### src/rtl/gpio_chg_pkg.sv
package gpio_chg_pkg;
    typedef enum logic [1:0] {
        ADR_PORT = 2'd0,
        ADR_DIR  = 2'd1,
        ADR_CTRL = 2'd2
    } gpio_addr_e;

    localparam int CTRL_PUN_BIT  = 7;
    localparam int CTRL_IE_BIT   = 3;
    localparam int CTRL_FLAG_BIT = 0;
endpackage

### src/rtl/gpio_sampler.sv
module gpio_sampler #(
    parameter int WIDTH       = 8,
    parameter int SYNC_STAGES = 2,
    parameter int TCY         = 4
) (
    input  logic             clk,
    input  logic             rst_n,
    input  logic [WIDTH-1:0] pin_i,
    output logic [WIDTH-1:0] samp_o,
    output logic             tick_o
);
    localparam int CW = (TCY > 1) ? $clog2(TCY) : 1;
    localparam logic [CW-1:0] LAST = CW'(TCY - 1);

    typedef struct packed {
        logic [SYNC_STAGES-1:0][WIDTH-1:0] sync;
        logic [CW-1:0]                     cnt;
        logic [WIDTH-1:0]                  samp;
    } smp_state_t;

    smp_state_t st_d, st_q;

    always_comb begin
        st_d = st_q;
        st_d.sync[0] = pin_i;
        for (int i = 1; i < SYNC_STAGES; i++) begin
            st_d.sync[i] = st_q.sync[i-1];
        end
        st_d.cnt = (st_q.cnt == LAST) ? '0 : st_q.cnt + CW'(1);
        if (st_q.cnt == LAST) begin
            st_d.samp = st_q.sync[SYNC_STAGES-1];
        end
    end

    always_ff @(posedge clk or negedge rst_n) begin
        if (!rst_n) st_q <= '0;
        else        st_q <= st_d;
    end

    assign samp_o = st_q.samp;
    assign tick_o = (st_q.cnt == LAST);

    // sampled value only moves on a sample tick
    a_r4_hold_between_ticks: assert property (@(posedge clk) disable iff (!rst_n)
        !tick_o |=> $stable(samp_o));
endmodule

### src/rtl/gpio_regs.sv
module gpio_regs
    import gpio_chg_pkg::*;
#(
    parameter int WIDTH = 8
) (
    input  logic             clk,
    input  logic             rst_n,
    input  logic             bus_sel,
    input  logic             bus_wr,
    input  logic             bus_rd,
    input  logic [1:0]       bus_addr,
    input  logic [WIDTH-1:0] bus_wdata,
    output logic [WIDTH-1:0] lat_o,
    output logic [WIDTH-1:0] dir_o,
    output logic             pun_o,
    output logic             ie_o,
    output logic             port_rd_o,
    output logic             port_wr_o,
    output logic             clr_req_o
);
    typedef struct packed {
        logic [WIDTH-1:0] lat;
        logic [WIDTH-1:0] dir;
        logic             pun;
        logic             ie;
    } reg_state_t;

    reg_state_t st_d, st_q;
    logic wr_en, rd_en;

    assign wr_en = bus_sel && bus_wr;
    assign rd_en = bus_sel && bus_rd;

    always_comb begin
        st_d      = st_q;
        clr_req_o = 1'b0;
        port_wr_o = 1'b0;
        port_rd_o = rd_en && (bus_addr == ADR_PORT);
        if (wr_en) begin
            case (bus_addr)
                ADR_PORT: begin
                    st_d.lat  = bus_wdata;
                    port_wr_o = 1'b1;
                end
                ADR_DIR:  st_d.dir = bus_wdata;
                ADR_CTRL: begin
                    st_d.pun  = bus_wdata[CTRL_PUN_BIT];
                    st_d.ie   = bus_wdata[CTRL_IE_BIT];
                    clr_req_o = !bus_wdata[CTRL_FLAG_BIT];
                end
                default: ;
            endcase
        end
    end

    always_ff @(posedge clk or negedge rst_n) begin
        if (!rst_n) begin
            st_q.lat <= '0;
            st_q.dir <= '1;
            st_q.pun <= 1'b1;
            st_q.ie  <= 1'b0;
        end else begin
            st_q <= st_d;
        end
    end

    assign lat_o = st_q.lat;
    assign dir_o = st_q.dir;
    assign pun_o = st_q.pun;
    assign ie_o  = st_q.ie;

    // a direction write lands in the direction register
    a_r2_dir_write: assert property (@(posedge clk) disable iff (!rst_n)
        (wr_en && bus_addr == ADR_DIR) |=> (dir_o == $past(bus_wdata)));
    // a port write lands in the output latch
    a_r2_lat_write: assert property (@(posedge clk) disable iff (!rst_n)
        (wr_en && bus_addr == ADR_PORT) |=> (lat_o == $past(bus_wdata)));
endmodule

### src/rtl/gpio_chg_detect.sv
module gpio_chg_detect #(
    parameter int WIDTH  = 8,
    parameter int CHG_LO = 4
) (
    input  logic             clk,
    input  logic             rst_n,
    input  logic [WIDTH-1:0] samp_i,
    input  logic [WIDTH-1:0] dir_i,
    input  logic             snap_load_i,
    input  logic             clr_req_i,
    output logic             flag_o
);
    localparam logic [WIDTH-1:0] CHG_MASK = {{(WIDTH-CHG_LO){1'b1}}, {CHG_LO{1'b0}}};

    typedef struct packed {
        logic [WIDTH-1:0] snap;
        logic             flag;
    } det_state_t;

    det_state_t st_d, st_q;
    logic [WIDTH-1:0] diff;
    logic             mismatch;

    always_comb begin
        st_d     = st_q;
        diff     = (samp_i ^ st_q.snap) & dir_i & CHG_MASK;
        mismatch = |diff;
        if (snap_load_i) st_d.snap = samp_i;
        if (mismatch)       st_d.flag = 1'b1;
        else if (clr_req_i) st_d.flag = 1'b0;
    end

    always_ff @(posedge clk or negedge rst_n) begin
        if (!rst_n) st_q <= '0;
        else        st_q <= st_d;
    end

    assign flag_o = st_q.flag;

    // a live difference sets the flag on the next edge
    a_r6_set_on_diff: assert property (@(posedge clk) disable iff (!rst_n)
        mismatch |=> flag_o);
    // flag only rises after a qualified difference
    a_r5_rise_needs_diff: assert property (@(posedge clk) disable iff (!rst_n)
        $rose(flag_o) |-> $past(mismatch));
    // flag is sticky without a clear request
    a_r7_sticky: assert property (@(posedge clk) disable iff (!rst_n)
        (flag_o && !clr_req_i) |=> flag_o);
    // set beats clear in the same cycle
    a_r8_set_wins: assert property (@(posedge clk) disable iff (!rst_n)
        (clr_req_i && mismatch) |=> flag_o);
    // port access refreshes the snapshot
    a_r9_snap_load: assert property (@(posedge clk) disable iff (!rst_n)
        snap_load_i |=> (st_q.snap == $past(samp_i)));
endmodule

### src/rtl/gpio_chg_port.sv
module gpio_chg_port
    import gpio_chg_pkg::*;
#(
    parameter int WIDTH       = 8,
    parameter int CHG_LO      = 4,
    parameter int SYNC_STAGES = 2,
    parameter int TCY         = 4
) (
    input  logic             clk,
    input  logic             rst_n,
    input  logic             bus_sel,
    input  logic             bus_wr,
    input  logic             bus_rd,
    input  logic [1:0]       bus_addr,
    input  logic [WIDTH-1:0] bus_wdata,
    output logic [WIDTH-1:0] bus_rdata,
    input  logic [WIDTH-1:0] pin_i,
    output logic [WIDTH-1:0] pad_out,
    output logic [WIDTH-1:0] pad_oe,
    output logic [WIDTH-1:0] pad_pu,
    output logic             irq,
    output logic             wake
);
    logic [WIDTH-1:0] samp, lat, dir;
    logic tick, pun, ie, port_rd, port_wr, clr_req, flag;

    gpio_sampler #(.WIDTH(WIDTH), .SYNC_STAGES(SYNC_STAGES), .TCY(TCY)) u_smp (
        .clk(clk), .rst_n(rst_n), .pin_i(pin_i), .samp_o(samp), .tick_o(tick)
    );

    gpio_regs #(.WIDTH(WIDTH)) u_regs (
        .clk(clk), .rst_n(rst_n), .bus_sel(bus_sel), .bus_wr(bus_wr),
        .bus_rd(bus_rd), .bus_addr(bus_addr), .bus_wdata(bus_wdata),
        .lat_o(lat), .dir_o(dir), .pun_o(pun), .ie_o(ie),
        .port_rd_o(port_rd), .port_wr_o(port_wr), .clr_req_o(clr_req)
    );

    gpio_chg_detect #(.WIDTH(WIDTH), .CHG_LO(CHG_LO)) u_det (
        .clk(clk), .rst_n(rst_n), .samp_i(samp), .dir_i(dir),
        .snap_load_i(port_rd || port_wr), .clr_req_i(clr_req), .flag_o(flag)
    );

    always_comb begin
        bus_rdata = '0;
        case (bus_addr)
            ADR_PORT: bus_rdata = samp;
            ADR_DIR:  bus_rdata = dir;
            ADR_CTRL: begin
                bus_rdata[CTRL_PUN_BIT]  = pun;
                bus_rdata[CTRL_IE_BIT]   = ie;
                bus_rdata[CTRL_FLAG_BIT] = flag;
            end
            default: ;
        endcase
    end

    assign pad_out = lat;
    assign pad_oe  = ~dir;
    assign pad_pu  = dir & {WIDTH{~pun}};
    assign irq     = flag & ie;
    assign wake    = flag & ie;

    // disabling pull-ups by control write turns every pad pull-up off next cycle
    a_r3_pu_disable: assert property (@(posedge clk) disable iff (!rst_n)
        (bus_sel && bus_wr && bus_addr == ADR_CTRL && bus_wdata[CTRL_PUN_BIT])
        |=> (pad_pu == '0));
    // enable cleared by write silences irq next cycle
    a_r6_ie_gate: assert property (@(posedge clk) disable iff (!rst_n)
        (bus_sel && bus_wr && bus_addr == ADR_CTRL && !bus_wdata[CTRL_IE_BIT])
        |=> (!irq && !wake));
endmodule

### config.mk
export PLATFORM = sky130hd
export DESIGN_NAME = gpio_chg_port
export DESIGN_NICKNAME = d
export VERILOG_FILES = /design/src/rtl/gpio_chg_pkg.sv /design/src/rtl/gpio_sampler.sv /design/src/rtl/gpio_regs.sv /design/src/rtl/gpio_chg_detect.sv /design/src/rtl/gpio_chg_port.sv
export SDC_FILE = /design/constraint.sdc
export NUM_CORES = 1
export LEC_CHECK = 0
export ABC_CLOCK_PERIOD_IN_PS = 2800
export BUFFER_PORTS_ARGS = -buffer_cell sky130_fd_sc_hd__buf_2
export CAP_MARGIN = 5
export CORE_MARGIN = 2
export CORE_UTILIZATION = 45
export DETAILED_ROUTE_END_ITERATION = 7
export PLACE_DENSITY = 0.8
export SLEW_MARGIN = 20
export SYNTH_ARGS = -nofsm -noshare
export SYNTH_HDL_FRONTEND = slang
export SYNTH_HIERARCHICAL = 1
export SYNTH_SLANG_ARGS = --single-unit
export TNS_END_PERCENT = 5
### constraint.sdc
create_clock -name clk -period 2.8 [get_ports clk]
set_input_delay 0.14 -clock clk [delete_from_list [all_inputs] [get_ports clk]]
set_output_delay 0.14 -clock clk [all_outputs]
set_load 0.1 [all_outputs]
**Word-level counts from Yosys, hierarchy flattened**

Index checks and enable logic that the tools add are counted.

- Bits in registers: 53
- Bits in latches: 0
- RAM bits: 0
- Bits in read-only memories: 0
- Bits of input ports: 23
- Output and inout port bits: 34
- Memories kept: 0

- Add/sub/neg operators: 1
- $mul: 0
- Divide/modulo/power cells: 0
- Magnitude comparators: 0
- Eq/ne operators: 3
- Shift operators: 0
- Mux-type cells: 12
- Bitwise logic cells: 6
- Reductions and logical operators: 11

Operator list:

| cell | count |
|---|---|
| $and 8x8->8 | 2 |
| $pmux 1 s3 | 3 |
| $not 8->8 | 1 |
| $xor 8x8->8 | 1 |
| $mux 1 | 6 |
| $pmux 3 s2 | 1 |
| $reduce_and 2->1 | 3 |
| $eq 2x2->1 const B | 2 |
| $pmux 2 s2 | 1 |
| $reduce_or 4->1 | 1 |
| $logic_and 1x1->1 | 3 |
| $add 2x1->2 const B | 1 |
| $eq 2x1->1 const B | 1 |
| $logic_not 2->1 | 1 |
| $mux 2 | 1 |
| $reduce_bool 2->1 | 1 |
| $and 1x1->1 | 1 |
| $logic_not 1->1 | 1 |
| $logic_or 1x1->1 | 1 |
| $not 1->1 | 1 |

**Depth between registers and ports, before layout**

- Word-level depth: 5
- Mapped depth: 5
- Gate-level depth less buffers: 5

**Modules after synthesis**

The synthesis kept the hierarchy.

Modules (own cells, without submodules):

| module | times used | cells an instance | area an instance (um^2) | seq. area each (um^2) |
|---|---|---|---|---|
| gpio_sampler | 1 | 46 | 870.8 | 650.6 |
| gpio_regs | 1 | 43 | 754.5 | 461.7 |
| gpio_chg_port | 1 | 39 | 236.5 | 0.0 |
| gpio_chg_detect | 1 | 17 | 230.2 | 125.1 |

**Worst setup path after synthesis**

Ideal clock, no wire load.

- Kind: flip-flop to output port
- Start point: reg, netlist name u_regs/dir_o[6]
- End point: out pad_pu[6]
- Arrival time: 2,320 ps
- Data required time: 2,660 ps
- Slack: 340 ps
- Stages on the path, launching flop included: 3
- Path through: dfstp_2 inv_1 nor2_1

- Word-level cells in the longest chain between the ends: 1

Ends and longest elaborated chain:

| element | line | RTL |
|---|---|---|
| $and 8x8->8 | gpio_chg_port.sv:59 | `assign pad_pu = dir & {WIDTH{~pun}};` |
| to (decl) | gpio_chg_port.sv:20 | `output logic [WIDTH-1:0] pad_pu,` |

Every way passes these cells.

**Worst setup path in the final report**

- Start point: reg, netlist name u_regs/dir_o[7]
- End point: out bus_rdata[7]

- Word-level cells in the longest chain between the ends: 1

Ends and longest elaborated chain:

| element | line | RTL |
|---|---|---|
| $pmux 1 s3 | gpio_chg_port.sv:45 | `case (bus_addr)` |
| to (decl) | gpio_chg_port.sv:16 | `output logic [WIDTH-1:0] bus_rdata,` |

Every way passes these cells.

==> out/results.ini <==
[run_status]
status=complete, no violations

[power_and_ir_drop]
power_frac_comb=0.448
seqPwrFrac=0.381
p_clk_frac=0.171
switchingPower_uw=1122
switching_share=0.4811
internal_power_uw=1210
p_leak_uw=0.001236
max-vdd-ir-drop_uv=386.3
p_per_area_nw_per_um2=933.1

[sta]
finalHoldViolCount=0
finalSetupTns_ns=0
tightest_slew_ns=0.5795
rsz0062_at_grt=no
fin_skew_ns=0.004137
finalSetupViolations=0
timing.final.crit_share=0.6086
slew-limit-headroom=0.6137
drv_slew=0
period_minus_slack_ns=1.704
clock.fmax_mhz=586.9

[floorplanning]
die_w_um=71.98
rows=24
io_pins=57
chipHeight_um=71.98
start_util=0.4711
dieArea_sq_um=5181
core_area_sq_um=4414

[detailed_routing]
vias=1220
wire_per_inst_um=13.72
drc=0
drtIter0Drc=68
via_per_inst=4.784
dr.pass1.iters=4
routed_wl_um=3499
antenna_left=0

[worst_hold_path]
hp-class=in -> reg
hold_path_end=u_regs/lat_o[1]
min_from=bus_wdata[1]
holdPathStages=2

[logic_synthesis]
syn_area_per_cell_sq_um=14.44
synth.cell_area_sq_um=2079
syn_inst=144
yosysWarnings=6
syn_nets=168

[clock_tree]
cts_resized=0
htreeDepth=2
cts.path.max_buffers=2
clk_pin_slew_ns=0.08
ctsHoldBuffers=8
cts_tree=built
cts_sinks=49
insertion_delay_ns=0.29
cts_buffers=5
clockRootBuffer=clkbuf_8
postCtsSetupBuffers=0

[placement]
gp_congestion=0.8091
dp_hpwl_um=2509
port_buffers=56

[critical_path]
start_kind=flop
end_kind=primary output
rr_worst_depth=2
regToRegSetupSlack_ns=1.52
crit_fanout=4
crit_type=reg -> out
r2r_end=u_smp/samp_o[4]
required_ns=2.66
r2r_start=u_smp/st_q[8]
crit_arrival_ns=1.56

[global_route]
grt_pass1_wl_um=5444
grt_max_degree=50
grt_pass1_vias=1132
overflow=0
antenna_found_initial=0
grt.total_usage=0.1384

[cells_and_area]
num_antenna_cells=0
post_route_cells_drive_above_1_share=0.5123
fill_cells=357
area_growth_syn_to_layout_pct=20.16
final_nets=227
fin_util=0.5660

[flow_run]
max_cap_viol_count=0

how the worst max path moves through the flow:
stage                    start       endpoint  slack (ns)  cells after the start
3_3_place_gp       bus_addr[0]  u_det/st_q[8]        1.16                      5
6_report       u_regs/dir_o[7]   bus_rdata[7]        1.10                      3
4_1_cts        u_regs/dir_o[0]   bus_rdata[0]        1.08                      3
2_1_floorplan  u_regs/dir_o[6]      pad_pu[6]        0.34                      2
5_1_grt        u_regs/dir_o[7]   bus_rdata[7]        1.02                      3
3_5_place_dp       bus_addr[0]  u_det/st_q[8]        1.12                      5
metal layers:
layer | wire [um] | global-route usage | share of wire
met4 | 13 | 0.03145 | 0.0037
met1 | 1638 | 0.1870 | 0.47
met3 | 214 | 0.05139 | 0.061
met5 | 0 | 0 | 0
met2 | 1634 | 0.2150 | 0.47
critical path: stages (launching register included):
cell and delay (ns):
dfstp_2 0.56, mux2i_1 0.07, o2bb2ai_1 0.19, buf_2 0.45
area by class of cell:
class / count / area [sq um] / share of cell area
Inverter: 8 / 30.03 / 0.01202
Sequential cell: 49 / 1237 / 0.4952
Multi-Input combinational cell: 73 / 699.4 / 0.2799
Timing Repair Buffer: 66 / 380.4 / 0.1522
Tap cell: 52 / 65.06 / 0.02604
Clock buffer: 7 / 86.33 / 0.03455
state kept, by name, indices dropped and copies added (netlist names):
name          cells
u_smp/st_q       10
u_det/flag_o      1
u_regs/lat_o      8
u_det/st_q        4
u_smp/samp_o      8
u_regs/pun_o      1
u_smp/st_d        8
u_regs/dir_o      8
u_regs/ie_o       1
per-stage QoR:
step | instance area (sq um) | setup slack, ns | std cells | hold WS (ns) | total power (uW)
after floorplan | 2079 | 0.3405 | 144 | -0.1556 | 1789
after global placement | 2320 | 1.156 | 239 | 0.2489 | 1930
after detailed placement | 2320 | 1.118 | 239 | 0.2493 | 1939
after CTS | 2486 | 1.077 | 254 | 0.05923 | 2349
after global routing | 2499 | 1.023 | 255 | 0.07975 | 2428
final | 2499 | 1.096 | 255 | 0.09373 | 2331
power by group through the flow:
stage               Combinational, uW  Clock [uW]  Sequential [uW]
CTS                              1050         414              888
detailed placement               1040           0              902
floorplan                         728           0             1060
global placement                 1030           0              898
finish                           1040         399              889
global route                     1080         451              900
layout by cell type, fill, tap and decap left out, drive strengths merged, types with 3 or more instances in the layout:
| cell | n |
|---|---|
| buf | 57 |
| clkbuf | 7 |
| dfrtp | 40 |
| dfstp | 9 |
| dlygate4sd3 | 9 |
| inv | 8 |
| mux2 | 30 |
| mux2i | 8 |
| nor2 | 15 |
| o2bb2ai | 3 |
| xor2 | 4 |
Power figures use the tool's default switching activity.
